**src/rtl/conv_seq_pkg.sv**
```systemverilog
package conv_seq_pkg;
  typedef enum logic {
    SEQ_IDLE,
    SEQ_SETTLE
  } seq_state_e;
endpackage

```
**src/rtl/seq_next_pick.sv**
```systemverilog
module seq_next_pick #(
  parameter int NCH  = 8,
  parameter int CH_W = $clog2(NCH)
) (
  input  logic [NCH-1:0]  mask_i,
  input  logic [CH_W-1:0] cur_i,
  output logic            found_o,
  output logic [CH_W-1:0] next_o
);
  // search from cur+NCH down to cur+1 so the nearest successor wins
  always_comb begin
    found_o = 1'b0;
    next_o  = cur_i;
    for (int i = NCH; i >= 1; i--) begin
      if (mask_i[(int'(cur_i) + i) % NCH]) begin
        found_o = 1'b1;
        next_o  = CH_W'((int'(cur_i) + i) % NCH);
      end
    end
  end
endmodule

```
**src/rtl/seq_settle_timer.sv**
```systemverilog
module seq_settle_timer #(
  parameter int CNT_W = 12
) (
  input  logic             clk_i,
  input  logic             rst_ni,
  input  logic             clr_i,
  input  logic             load_i,
  input  logic [CNT_W-1:0] load_val_i,
  output logic             done_o
);
  logic [CNT_W-1:0] cnt_q;
  logic             run_q;

  always_ff @(posedge clk_i or negedge rst_ni) begin
    if (!rst_ni) begin
      cnt_q <= '0;
      run_q <= 1'b0;
    end else if (clr_i) begin
      cnt_q <= '0;
      run_q <= 1'b0;
    end else if (load_i) begin
      cnt_q <= load_val_i;
      run_q <= 1'b1;
    end else if (run_q && cnt_q != '0) begin
      cnt_q <= cnt_q - 1'b1;
    end
  end

  assign done_o = run_q && (cnt_q == '0);

  assert_done_holds_run_R3: assert property (@(posedge clk_i) disable iff (!rst_ni)
    (run_q && cnt_q != '0 && !clr_i && !load_i) |=> run_q);
endmodule

```
**src/rtl/seq_capture.sv**
```systemverilog
module seq_capture #(
  parameter int DATA_W = 24,
  parameter int CH_W   = 3
) (
  input  logic              clk_i,
  input  logic              rst_ni,
  input  logic              hold_i,
  input  logic              fire_i,
  input  logic [CH_W-1:0]   ch_i,
  input  logic [DATA_W-1:0] sample_i,
  input  logic              ref_ok_i,
  output logic [DATA_W-1:0] result_o,
  output logic [CH_W-1:0]   result_ch_o,
  output logic              ready_o,
  output logic              noref_o
);
  always_ff @(posedge clk_i or negedge rst_ni) begin
    if (!rst_ni) begin
      result_o    <= '0;
      result_ch_o <= '0;
      ready_o     <= 1'b0;
      noref_o     <= 1'b0;
    end else if (hold_i) begin
      ready_o <= 1'b0;
    end else begin
      ready_o <= fire_i;
      if (fire_i) begin
        result_o    <= ref_ok_i ? sample_i : '1;
        result_ch_o <= ch_i;
        noref_o     <= !ref_ok_i;
      end
    end
  end

  assert_noref_saturates_R6: assert property (@(posedge clk_i) disable iff (!rst_ni)
    (ready_o && noref_o) |-> (result_o == '1));
endmodule

```
**src/rtl/conv_seq.sv**
```systemverilog
module conv_seq
  import conv_seq_pkg::*;
#(
  parameter int NCH         = 8,
  parameter int WORD_W      = 10,
  parameter int DATA_W      = 24,
  parameter int UNIT_CYCLES = 4
) (
  input  logic                     clk_i,
  input  logic                     rst_ni,
  input  logic                     sync_ni,
  input  logic [NCH-1:0]           chan_en_i,
  input  logic [WORD_W-1:0]        settle_word_i,
  input  logic                     ref_ok_i,
  input  logic [DATA_W-1:0]        sample_i,
  output logic [DATA_W-1:0]        result_o,
  output logic [$clog2(NCH)-1:0]   result_ch_o,
  output logic                     ready_o,
  output logic                     noref_o
);
  localparam int CH_W  = $clog2(NCH);
  localparam int CNT_W = WORD_W + $clog2(UNIT_CYCLES + 1);

  seq_state_e       state_q;
  logic [CH_W-1:0]  cur_q;
  logic [CH_W-1:0]  next_ch;
  logic             found;
  logic             done;
  logic             load;
  logic             fire;
  logic             clr;
  logic [CNT_W-1:0] load_val;
  logic [WORD_W-1:0] eff_word;

  seq_next_pick #(.NCH(NCH), .CH_W(CH_W)) u_pick (
    .mask_i (chan_en_i),
    .cur_i  (cur_q),
    .found_o(found),
    .next_o (next_ch)
  );

  assign eff_word = (settle_word_i == '0) ? WORD_W'(1) : settle_word_i;
  assign load_val = CNT_W'(eff_word) * CNT_W'(UNIT_CYCLES) - CNT_W'(1);

  assign fire = sync_ni && (state_q == SEQ_SETTLE) && done;
  assign load = sync_ni && found && ((state_q == SEQ_IDLE) || fire);
  assign clr  = !sync_ni || (fire && !found);

  seq_settle_timer #(.CNT_W(CNT_W)) u_timer (
    .clk_i     (clk_i),
    .rst_ni    (rst_ni),
    .clr_i     (clr),
    .load_i    (load),
    .load_val_i(load_val),
    .done_o    (done)
  );

  always_ff @(posedge clk_i or negedge rst_ni) begin
    if (!rst_ni) begin
      state_q <= SEQ_IDLE;
      cur_q   <= CH_W'(NCH - 1);
    end else if (!sync_ni) begin
      state_q <= SEQ_IDLE;
      cur_q   <= CH_W'(NCH - 1);
    end else if (load) begin
      state_q <= SEQ_SETTLE;
      cur_q   <= next_ch;
    end else if (fire) begin
      state_q <= SEQ_IDLE;
    end
  end

  seq_capture #(.DATA_W(DATA_W), .CH_W(CH_W)) u_cap (
    .clk_i      (clk_i),
    .rst_ni     (rst_ni),
    .hold_i     (!sync_ni),
    .fire_i     (fire),
    .ch_i       (cur_q),
    .sample_i   (sample_i),
    .ref_ok_i   (ref_ok_i),
    .result_o   (result_o),
    .result_ch_o(result_ch_o),
    .ready_o    (ready_o),
    .noref_o    (noref_o)
  );

  assert_sync_blocks_ready_R7: assert property (@(posedge clk_i) disable iff (!rst_ni)
    !sync_ni |=> !ready_o);

  assert_strobe_from_settle_R8: assert property (@(posedge clk_i) disable iff (!rst_ni)
    ready_o |-> $past(state_q == SEQ_SETTLE));

  generate
    if (UNIT_CYCLES > 1) begin : g_width_chk
      assert_strobe_width_R10: assert property (@(posedge clk_i) disable iff (!rst_ni)
        ready_o |=> !ready_o);
    end
  endgenerate
endmodule

```
**config.mk**
```make
export PLATFORM = sky130hd
export DESIGN_NAME = conv_seq
export DESIGN_NICKNAME = d
export VERILOG_FILES = /design/src/rtl/conv_seq_pkg.sv /design/src/rtl/seq_next_pick.sv /design/src/rtl/seq_settle_timer.sv /design/src/rtl/seq_capture.sv /design/src/rtl/conv_seq.sv
export SDC_FILE = /design/constraint.sdc
export NUM_CORES = 1
export LEC_CHECK = 0
export BUFFER_PORTS_ARGS = -buffer_cell sky130_fd_sc_hd__buf_2
export CAP_MARGIN = 0
export CORE_UTILIZATION = 25
export DETAILED_ROUTE_END_ITERATION = 10
export GPL_TIMING_DRIVEN = 0
export PLACE_DENSITY = 0.43
export REMOVE_ABC_BUFFERS = 1
export SLEW_MARGIN = 20
export SYNTH_ARGS = -nofsm -noshare
export SYNTH_HDL_FRONTEND = slang
export SYNTH_SLANG_ARGS = --single-unit
export TNS_END_PERCENT = 5
```
**constraint.sdc**
```tcl
create_clock -name clk_i -period 3.7 [get_ports clk_i]
set_clock_uncertainty 0.2 [all_clocks]
set_input_delay 0 -clock clk_i [delete_from_list [all_inputs] [get_ports clk_i]]
set_output_delay 0 -clock clk_i [all_outputs]
set_load 0.005 [all_outputs]
```
== Word level (Yosys, flattened, before mapping) ==
Cells that the tools add are included.

* Output and inout bits: 29
* Logic and storage cells: 118
* Input port bits: 46
* Flip-flop bits (word level): 47

* $lt $le $gt $ge: 8
* Reductions and logical operators: 27
* Add/subtract/negate cells: 10
* Equal/unequal tests: 3
* Muxes and demuxes: 53
* Bitwise operators: 9

{| class="wikitable"
|+ Operator list
! cell !! count
|-
| $lt A4 B5 Y1 const B || 8
|-
| $mux W13 || 3
|-
| $mux W1 || 30
|-
| $mux W3 || 10
|-
| $bmux W1 S3 || 8
|-
| $mux W24 || 1
|-
| $reduce_or A3 Y1 || 8
|-
| $logic_not A13 Y1 || 1
|-
| $reduce_bool A13 Y1 || 1
|-
| $sub A12 B1 Y13 const B || 1
|-
| $sub A13 B1 Y13 const B || 1
|-
| $add A3 B3 Y3 const B || 4
|-
| $logic_not A10 Y1 || 1
|-
| $mux W10 || 1
|-
| $ne A9 B1 Y1 const B || 1
|-
| $and A1 B1 Y1 const A || 8
|-
| $logic_and A1 B1 Y1 || 7
|-
| $add A3 B1 Y3 const B || 2
|-
| $add A3 B2 Y3 const B || 2
|-
| $reduce_and A2 Y1 || 2
|-
| $logic_not A1 Y1 || 3
|-
| $ne A3 B1 Y1 const B || 1
|-
| $reduce_bool A3 Y1 || 1
|-
| $logic_or A1 B1 Y1 || 2
|-
| 3 further kinds || 3
|}

== Longest topological paths before layout ==
Gate-level depths: netlist of run 1.

* Word-level depth: 18
* Gate-level depth with buffers: 13
* Mapped depth without buffers: 11

== By module ==
From an unflattened synthesis of run 1, not the netlist that was laid out.

* Cell total of the unflattened synthesis: 322
* Area total of the unflattened synthesis: 3291.9 sq um

{| class="wikitable"
|+ By module, submodules not included
! module !! sequential area each (sq um) !! cells an instance !! instances !! area an instance (sq um)
|-
| seq_capture || 725.7 || 88 || 1 || 1286.2
|-
| seq_settle_timer || 350.3 || 102 || 1 || 912.1
|-
| seq_next_pick || 0.0 || 80 || 1 || 684.4
|-
| conv_seq || 103.8 || 52 || 1 || 409.1
|}

== Worst setup path before layout of run 1 ==
Ideal clock, no wire load.

* Kind: register to register
* Start point: reg cur_q[0]
* End point: reg cur_q[1]
* Library setup time: 0.077 ns
* Period minus slack after synthesis: 3.540 ns
* Arrival time: 3.263 ns
* Path slack: 0.160 ns
* Stages on the path, launching flop included: 12
* Required time: 3.423 ns
* Buffers on the path: 3
* Cells stage by stage: dfstp_2 buf_6 buf_2 inv_1 ha_1 buf_2 mux2_2 a22o_1 or4_1 a2111oi_0 o31ai_1 a31oi_1

* Longest elaborated chain between the ends: 16
* Elaborated cells on any way between the ends: 55
* Those cells by class: add/sub (8); eq/ne (2); mux (42); reduce/logical (3)

{| class="wikitable"
|+ Ends and longest elaborated chain
! what !! RTL line !! source
|-
| from (decl) || conv_seq.sv:25 || <nowiki>logic [CH_W-1:0] cur_q;</nowiki>
|-
| from (signal assigned) || conv_seq.sv:61 || <nowiki>cur_q <= CH_W'(NCH - 1);</nowiki>
|-
| from (signal assigned) || conv_seq.sv:64 || <nowiki>cur_q <= CH_W'(NCH - 1);</nowiki>
|-
| from (signal assigned) || conv_seq.sv:67 || <nowiki>cur_q <= next_ch;</nowiki>
|-
| $add A3 B1 Y3 || seq_next_pick.sv:15, seq_next_pick.sv:17 ||
|-
| $bmux W1 S3 || seq_next_pick.sv:15 || <nowiki>if (mask_i[(int'(cur_i) + i) % NCH]) begin</nowiki>
|-
| $mux W1 (not written as such) (2 in a row) || seq_next_pick.sv:15 ||
|-
| $mux W1 (8 in a row) || seq_next_pick.sv:15 ||
|-
| $logic_and A1 B1 Y1 (2 in a row) || conv_seq.sv:46 || <nowiki>assign load = sync_ni && found && ((state_q == SEQ_IDLE) || fire);</nowiki>
|-
| $ne A2 B1 Y1 (no source line) || n/a ||
|-
| $reduce_and A2 Y1 (no source line) || n/a ||
|}

Several ways; a longest one is shown, not always the timed one. The select of a mux whose other input is x is not followed.
A chain may end at the register's enable or synchronous reset.

== Worst setup path in the final report of run 1 ==
* Start point: reg cur_q[1]
* End point: reg u_timer.cnt_q[11]

* Longest elaborated chain between the ends: 16
* Elaborated cells on any way between the ends: 48
* Those cells by class: add/sub (8); mux (34); reduce/logical (6)

{| class="wikitable"
|+ Ends and longest elaborated chain
! what !! RTL line !! source
|-
| $add A3 B1 Y3 || seq_next_pick.sv:15 ||
|-
| $bmux W1 S3 || seq_next_pick.sv:15 ||
|-
| $mux W1 (not written as such) (2 in a row) || seq_next_pick.sv:15 ||
|-
| $mux W1 (7 in a row) || seq_next_pick.sv:15 ||
|-
| $mux W1 (*) || seq_next_pick.sv:15 ||
|-
| $logic_and A1 B1 Y1 or $logic_not A1 Y1 (tied branches) || conv_seq.sv:46, conv_seq.sv:47 ||
|-
| $logic_and A1 B1 Y1, on equally long branches || conv_seq.sv:46, conv_seq.sv:47 ||
|-
| $mux W13 or $logic_or A1 B1 Y1 (tied branches) || seq_settle_timer.sv:21, conv_seq.sv:47 ||
|-
| $mux W13 or $reduce_bool A3 Y1 (tied branches) || n/a ||
|-
| to (signal assigned) || seq_settle_timer.sv:22 || <nowiki>cnt_q <= load_val_i;</nowiki>
|-
| to (signal assigned) || seq_settle_timer.sv:25 || <nowiki>cnt_q <= cnt_q - 1'b1;</nowiki>
|-
| to (decl) || seq_settle_timer.sv:11 || <nowiki>logic [CNT_W-1:0] cnt_q;</nowiki>
|}

Every way passes the cells marked *; elsewhere a longest branch is shown, timed or not. The select of a mux whose other input is x is not followed.

==> results of run 1 <==
## power groups by stage
stage / sequential [mW] / clock, mW / combinational, mW
detailed placement: 0.850 / 0 / 1.29
global route: 0.837 / 0.483 / 1.72
global placement: 0.845 / 0 / 1.28
floorplan: 0.831 / 0 / 0.904
finish: 0.810 / 0.448 / 1.54
CTS: 0.816 / 0.470 / 1.47
## per-stage QoR
step	hold slack, ns	area, µm²	std cells
after floorplan	-0.496	3250	371
after global placement	0.0652	3830	617
final	-0.000142	4540	676
after global routing	0.0256	4540	676
after detailed placement	-0.124	3860	618
after CTS	0.00136	4470	669
## sequential cells by signal (all words and copies together), names as in the netlist
signal             flops
u_cap.result_o        24
u_timer.cnt_q         13
cur_q                  3
u_cap.result_ch_o      3
state_q                1
u_cap.noref_o          1
u_cap.ready_o          1
u_timer.run_q          1
## metal layers
layer / part of all wire (%) / vias up / track usage [%]
li1: - / 1641 / -
met1: 50 / 1556 / 19.6
met2: 45 / 81 / 22.1
met3: 3.9 / 4 / 2.08
met4: 0.37 / 0 / 2.88
met5: 0 / - / 0
## logic make-up (layout without fill, tap and decap cells)
family / count (synthesis) / after routing / share of synthesized area [%]
compound gates: 122 / 123 / 22.6
xor+xnor: 9 / 9 / 2.35
fa+ha+maj: 5 / 5 / 1.86
buf+inv: 38 / 148 / 5.07
flops: 47 / 47 / 35.2
mux: 23 / 23 / 10.9
simple gates: 149 / 149 / 22.0
## what timing repair did
action | CTS | global route
cloned | 1 | 0
resized for setup | 9 | 3
setup endpoints to repair | 17 | 16
setup buffers | 10 | 7
pin swaps | 1 | 3
hold endpoints to repair | 79 | 0
hold buffers | 33 | 0
## cell usage in the layout, fill, tap and decap left out, types with 3 or more instances in the layout
master,Yosys,final
buf_2,7,73
nand2_1,46,45
dfrtp_1,44,44
o21ai_0,42,41
dlygate4sd3_1,0,33
nor2_1,30,30
nor2b_1,29,29
a21oi_1,18,18
buf_4,1,18
inv_1,16,16
o21ai_1,15,16
nor3_1,10,10
mux4_2,10,10
mux2i_1,8,7
a31oi_1,7,7
xor2_1,6,6
o2bb2ai_1,6,6
a211oi_1,6,6
nand3_1,7,5
clkbuf_16,0,5
mux2_2,4,4
nand2b_1,4,4
and3_1,4,4
o31ai_1,4,4
ha_1,5,4
nor4_1,3,3
or3_1,3,3
xnor2_1,3,3
o211ai_1,3,3
and2_1,3,3
o22ai_1,3,3
## path summary, 6_finish.rpt
check                           slack, ns  cells after the start                   end
worst min-delay path              -0.0001                      2         u_cap.noref_o
max in group asynchronous            2.78                      2  u_cap.result_ch_o[0]
worst max-delay path                 0.14                     10     u_timer.cnt_q[11]
worst min register to register       0.28                      2     u_cap.result_o[9]
min in group asynchronous            0.09                      2     u_cap.result_o[1]
worst max register to register       0.14                     10     u_timer.cnt_q[11]
## area by class of cell
cell class,instances,area [µm²],share of cell area [%]
Multi-Input combinational cell,309,2080,45.9
Sequential cell,47,1190,26.2
Timing Repair Buffer,125,851,18.7
Tap cell,172,215,4.74
Clock buffer,6,139,3.06
Inverter,16,60.1,1.32
Clock inverter,1,5.00,0.110
==> impl_metrics.yaml, run 1 <==
worst_hold_path:
  min-delay-start: "ref_ok_i"
  worstHoldPathType: "primary input to flop"
synthesis:
  synth.most_common_cell: "nand2_1"
  ys_ff_latch: 47
  synth_flop_cell: "dfrtp_1"
  synthTopCellsByArea: "dfrtp_1, mux4_2, o21ai_0"
  yosysWarnings: 0
  synth_edf_count: 0
  synth_area_mm2: 0.00336
  ys_seq_area_share_pct: 35.2
  synth_cells: 393
  netlist_top_cells_count: "nand2_1, dfrtp_1, o21ai_0"
  syn_area_per_cell_um2: 8.54
  yosysTopAreaCell: "dfrtp_1"
  synthArstFlopShare_pct: 100
  synth_cell_types: 53
  synth_top_area_share_pct: 32.8
sta:
  hold_viol_final: 1
  worst_slew_pin_slew_ns: 0.718
  max_clock_freq_mhz: 281
  hold_ws_ns: -0.000142
  finalCritPeriodShare_pct: 96.2
  rsz0062_at_grt: "no"
  final_max_slew_viol_count: 0
  setup_viol: 0
  fin_crit_ns: 3.56
  fin_setup_tns_ns: 0
  setup_ws_ns: 0.142
  slew_headroom_pct: 51.8
floorplan:
  placementRows: 41
  pin_count: 75
  die_h_um: 118
  core_area_mm2: 0.0129
  dieArea_mm2: 0.0139
  die_w_um: 118
  initial_core_util_pct: 26.1
route:
  drt_iter0_markers: 193
  vias_per_cell: 4.86
  finalWirelength_um: 9460
  first_pass_iters: 4
  drcViolationCount: 0
  wl_per_cell_um: 14.0
  via_count: 3282
  ant_nets: 0
critical_path:
  start_kind: "flop"
  slowest_delay_ns: 0.70
  cp-end-kind: "flop"
  path_cells: "inv_1 > ha_4 > mux4_2 > mux2_2 > or3_4 > o211ai_4 > buf_4 > nor2_1 > a31oi_1 > o2bb2ai_1"
  cp_num_buf_inv: 2
  regToRegStartpoint: "cur_q[1]"
  cp_max_fo: 11
  critical_path_required_ns: 3.66
  cp_top_family: "multiplexers"
  path_class: "flop to flop"
  crit_arrival_ns: 3.52
  cp_slowest_cell: "dfstp_4"
  setup.worst_path.start: "cur_q[1]"
layout:
  fin_util_pct: 35.2
  final.fill_count: 1333
  insertedDiodeCount: 0
  layout-drive-gt1-share_pct: 25.8
  num-nets-final: 555
  syn_to_final_growth_pct: 35.2
clocking:
  cts_tree: "built"
  numCtsBuffers: 5
  h-tree-depth: 2
  cts_buffer_depth: 2
  clk_pin_slew_ns: 0.07
  cts.sinks: 47
  insertion_delay_ns: 0.28
  cts-root-buf: "clkbuf_16"
place:
  place_hpwl_um: 6260
  gp_congestion: 0.799
  pre_cts_slack_ns: -0.997
  port_buffers: 74
pwr:
  p_sw_mw: 1.13
  power_per_cell_area_mw_per_mm2: 617
  p_clk_share_pct: 16.0
  p_comb_share_pct: 55.0
  ir_drop_mv: 0.334
  power_mw: 2.80
  switching_share_pct: 40.5
  p_seq_share_pct: 28.9
  p_int_mw: 1.67
  p_leak_nw: 2.07
run_status:
  status: "finished with violations"
  violations: "hold timing"
grt:
  grt_max_degree: 48
  grt_pass1_vias: 3227
  grt_pass1_wl_um: 16100
  overflow: 0
  grt.total_usage_pct: 13.8
  antenna_found_initial: 0
flow_run:
  drv_cap: 0
No activity file was read; power rests on OpenSTA's default activity.
==> inputs of run 2 (changes only) <==
--- a/config.mk
+++ b/config.mk
@@ -7,6 +7,7 @@
 export LEC_CHECK = 0
 export BUFFER_PORTS_ARGS = -buffer_cell sky130_fd_sc_hd__buf_2
 export CAP_MARGIN = 0
+export CORE_MARGIN = 8
 export CORE_UTILIZATION = 25
 export DETAILED_ROUTE_END_ITERATION = 10
 export GPL_TIMING_DRIVEN = 0
==> run 2 against run 1 <==
The flow now finishes without violations. Highest routed layer unchanged. Critical path type unchanged. Power grew 3.4%. Worst hold slack gained 0.025 ns. Cell area up 2.4%. Critical endpoint is now cur_q[0]. Combinational power about the same. Die area up 25%.
==> impl_metrics.yaml, run 2 (synthesis results as in run 1) <==
run_status:
  status: "finished clean"
clocking:
  insertion_delay_ns: 0.29
  h-tree-depth: 2
  cts.sinks: 47
  cts-root-buf: "clkbuf_16"
  cts_tree: "built"
  numCtsBuffers: 5
  clk_pin_slew_ns: 0.07
  cts_buffer_depth: 2
pwr:
  p_leak_nw: 2.10
  power_mw: 2.89
  power_per_cell_area_mw_per_mm2: 623
  ir_drop_mv: 0.269
route:
  finalWirelength_um: 10000
  drt_iter0_markers: 188
  ant_nets: 0
  vias_per_cell: 4.79
  first_pass_iters: 4
  via_count: 3288
  drcViolationCount: 0
  wl_per_cell_um: 14.6
floorplan:
  initial_core_util_pct: 25.4
  placementRows: 42
  pin_count: 75
  die_h_um: 132
  core_area_mm2: 0.0132
  dieArea_mm2: 0.0174
  die_w_um: 132
layout:
  largestRegisters: "u_cap.result_o x24, u_timer.cnt_q x13"
  largest_register_ff_count: 24
  stdcell_count: 686
  num-nets-final: 560
  layout_common_cells: "buf_2, nand2_1, dfrtp_1, o21ai_0, dlygate4sd3_1"
  insertedDiodeCount: 0
  syn_to_final_growth_pct: 38.4
  final.fill_count: 1347
  top_register: "u_cap.result_o"
  mostFrequentLayoutCell: "buf_2"
  layout-drive-gt1-share_pct: 26.3
place:
  port_buffers: 74
  place_inst: 623
  gp_congestion: 0.796
  place_hpwl_um: 6910
grt:
  grt_pass1_wl_um: 17100
  grt_pass1_vias: 3338
  overflow: 0
  grt.total_usage_pct: 11.5
  antenna_found_initial: 0
  grt_max_degree: 37
sta:
  finalCritPeriodShare_pct: 95.3
  setup_viol: 0
  fin_crit_ns: 3.53
  hold_viol_final: 0
  final_max_slew_viol_count: 0
  rsz0062_at_grt: "no"
  fin_setup_tns_ns: 0
  max_clock_freq_mhz: 284
  worst_slew_pin_slew_ns: 0.745
  slew_headroom_pct: 49.9
critical_path:
  crit_arrival_ns: 3.55
  path_class: "flop to flop"
  cp_max_fo: 8
  regToRegStartpoint: "cur_q[1]"
  cp_slowest_cell: "dfstp_4"
  cp-endpoint: "cur_q[0]"
  critical_path_required_ns: 3.72
  slowest_delay_ns: 0.69
  r2r_cells: 10
  path_cells: "clkinvlp_4 > ha_4 > buf_4 > mux2_2 > a22o_1 > or4_1 > a211oi_4 > a211oi_1 > and3_1 > o21ai_1"
  cp-end-kind: "flop"
  start_kind: "flop"
  r2r-end: "cur_q[0]"
  setup.worst_path.start: "cur_q[1]"
  reg2reg_slack_ns: 0.17
worst_hold_path:
  worstHoldPathType: "primary input to flop"
  whs_path_depth: 5
flow_run:
  drv_cap: 0
-- run 2: metrics by stage --
stage          setup slack, ns  utilization [%]  hold slack (ns)  area, µm²
5_1_grt                 0.0183             35.2           0.0903       4650
3_5_place_dp             -1.02             29.5           -0.130       3900
6_report                 0.174             35.2           0.0245       4650
2_1_floorplan           -0.179                -           -0.496       3250
3_3_place_gp            -0.975             29.1           0.0637       3840
4_1_cts                 0.0644             34.7           0.0250       4570
-- run 2: worst min path at each step --
stage	to	slack, ns	startpoint
finish	u_timer.cnt_q[8]	0.02	settle_word_i[6]
global placement	u_timer.cnt_q[4]	0.06	rst_ni
CTS	u_timer.cnt_q[8]	0.03	settle_word_i[6]
global route	u_timer.cnt_q[5]	0.09	settle_word_i[1]
detailed placement	u_timer.cnt_q[4]	-0.13	rst_ni
floorplan	state_q	-0.50	rst_ni
-- run 2: final cells by class --
cell class	instances	area [µm²]	area share (%)
Inverter	16	63.8	1.37
Tap cell	176	220	4.74
Multi-Input combinational cell	309	2090	44.9
Clock inverter	2	37.5	0.808
Clock buffer	6	129	2.77
Sequential cell	47	1190	25.6
Timing Repair Buffer	130	921	19.8
-- run 2: power breakdown --
group	switching (mW)	internal [mW]	total (mW)	leakage, nW
Clock	0.193	0.319	0.512	0.0771
Sequential	0.136	0.682	0.817	0.610
Combinational	0.845	0.719	1.56	1.41
-- run 2: timing repair --
item	in CTS	in global routing
pin swaps	3	3
resized for setup	11	4
endpoints found under the hold margin	82	0
gates cloned	1	0
setup buffers	10	8
hold buffers	36	0
endpoints found under the setup margin	18	12
-- run 2: per-layer routing --
layer	up-vias	part of all wire [%]	GRT usage [%]
met1	1563	48	15.2
met3	10	3.2	1.87
li1	1645	-	-
met5	-	0	0
met2	70	48	18.8
met4	0	1.3	3.57
-- run 2: worst max-delay path: cells and delay by family, from the launching register on --
kind | cells | cell delay, ns
simple gates | 2 | 0.81
buf+inv | 2 | 0.29
mux | 1 | 0.34
compound gates | 4 | 0.79
fa+ha+maj | 1 | 0.33
flops | 1 | 0.69
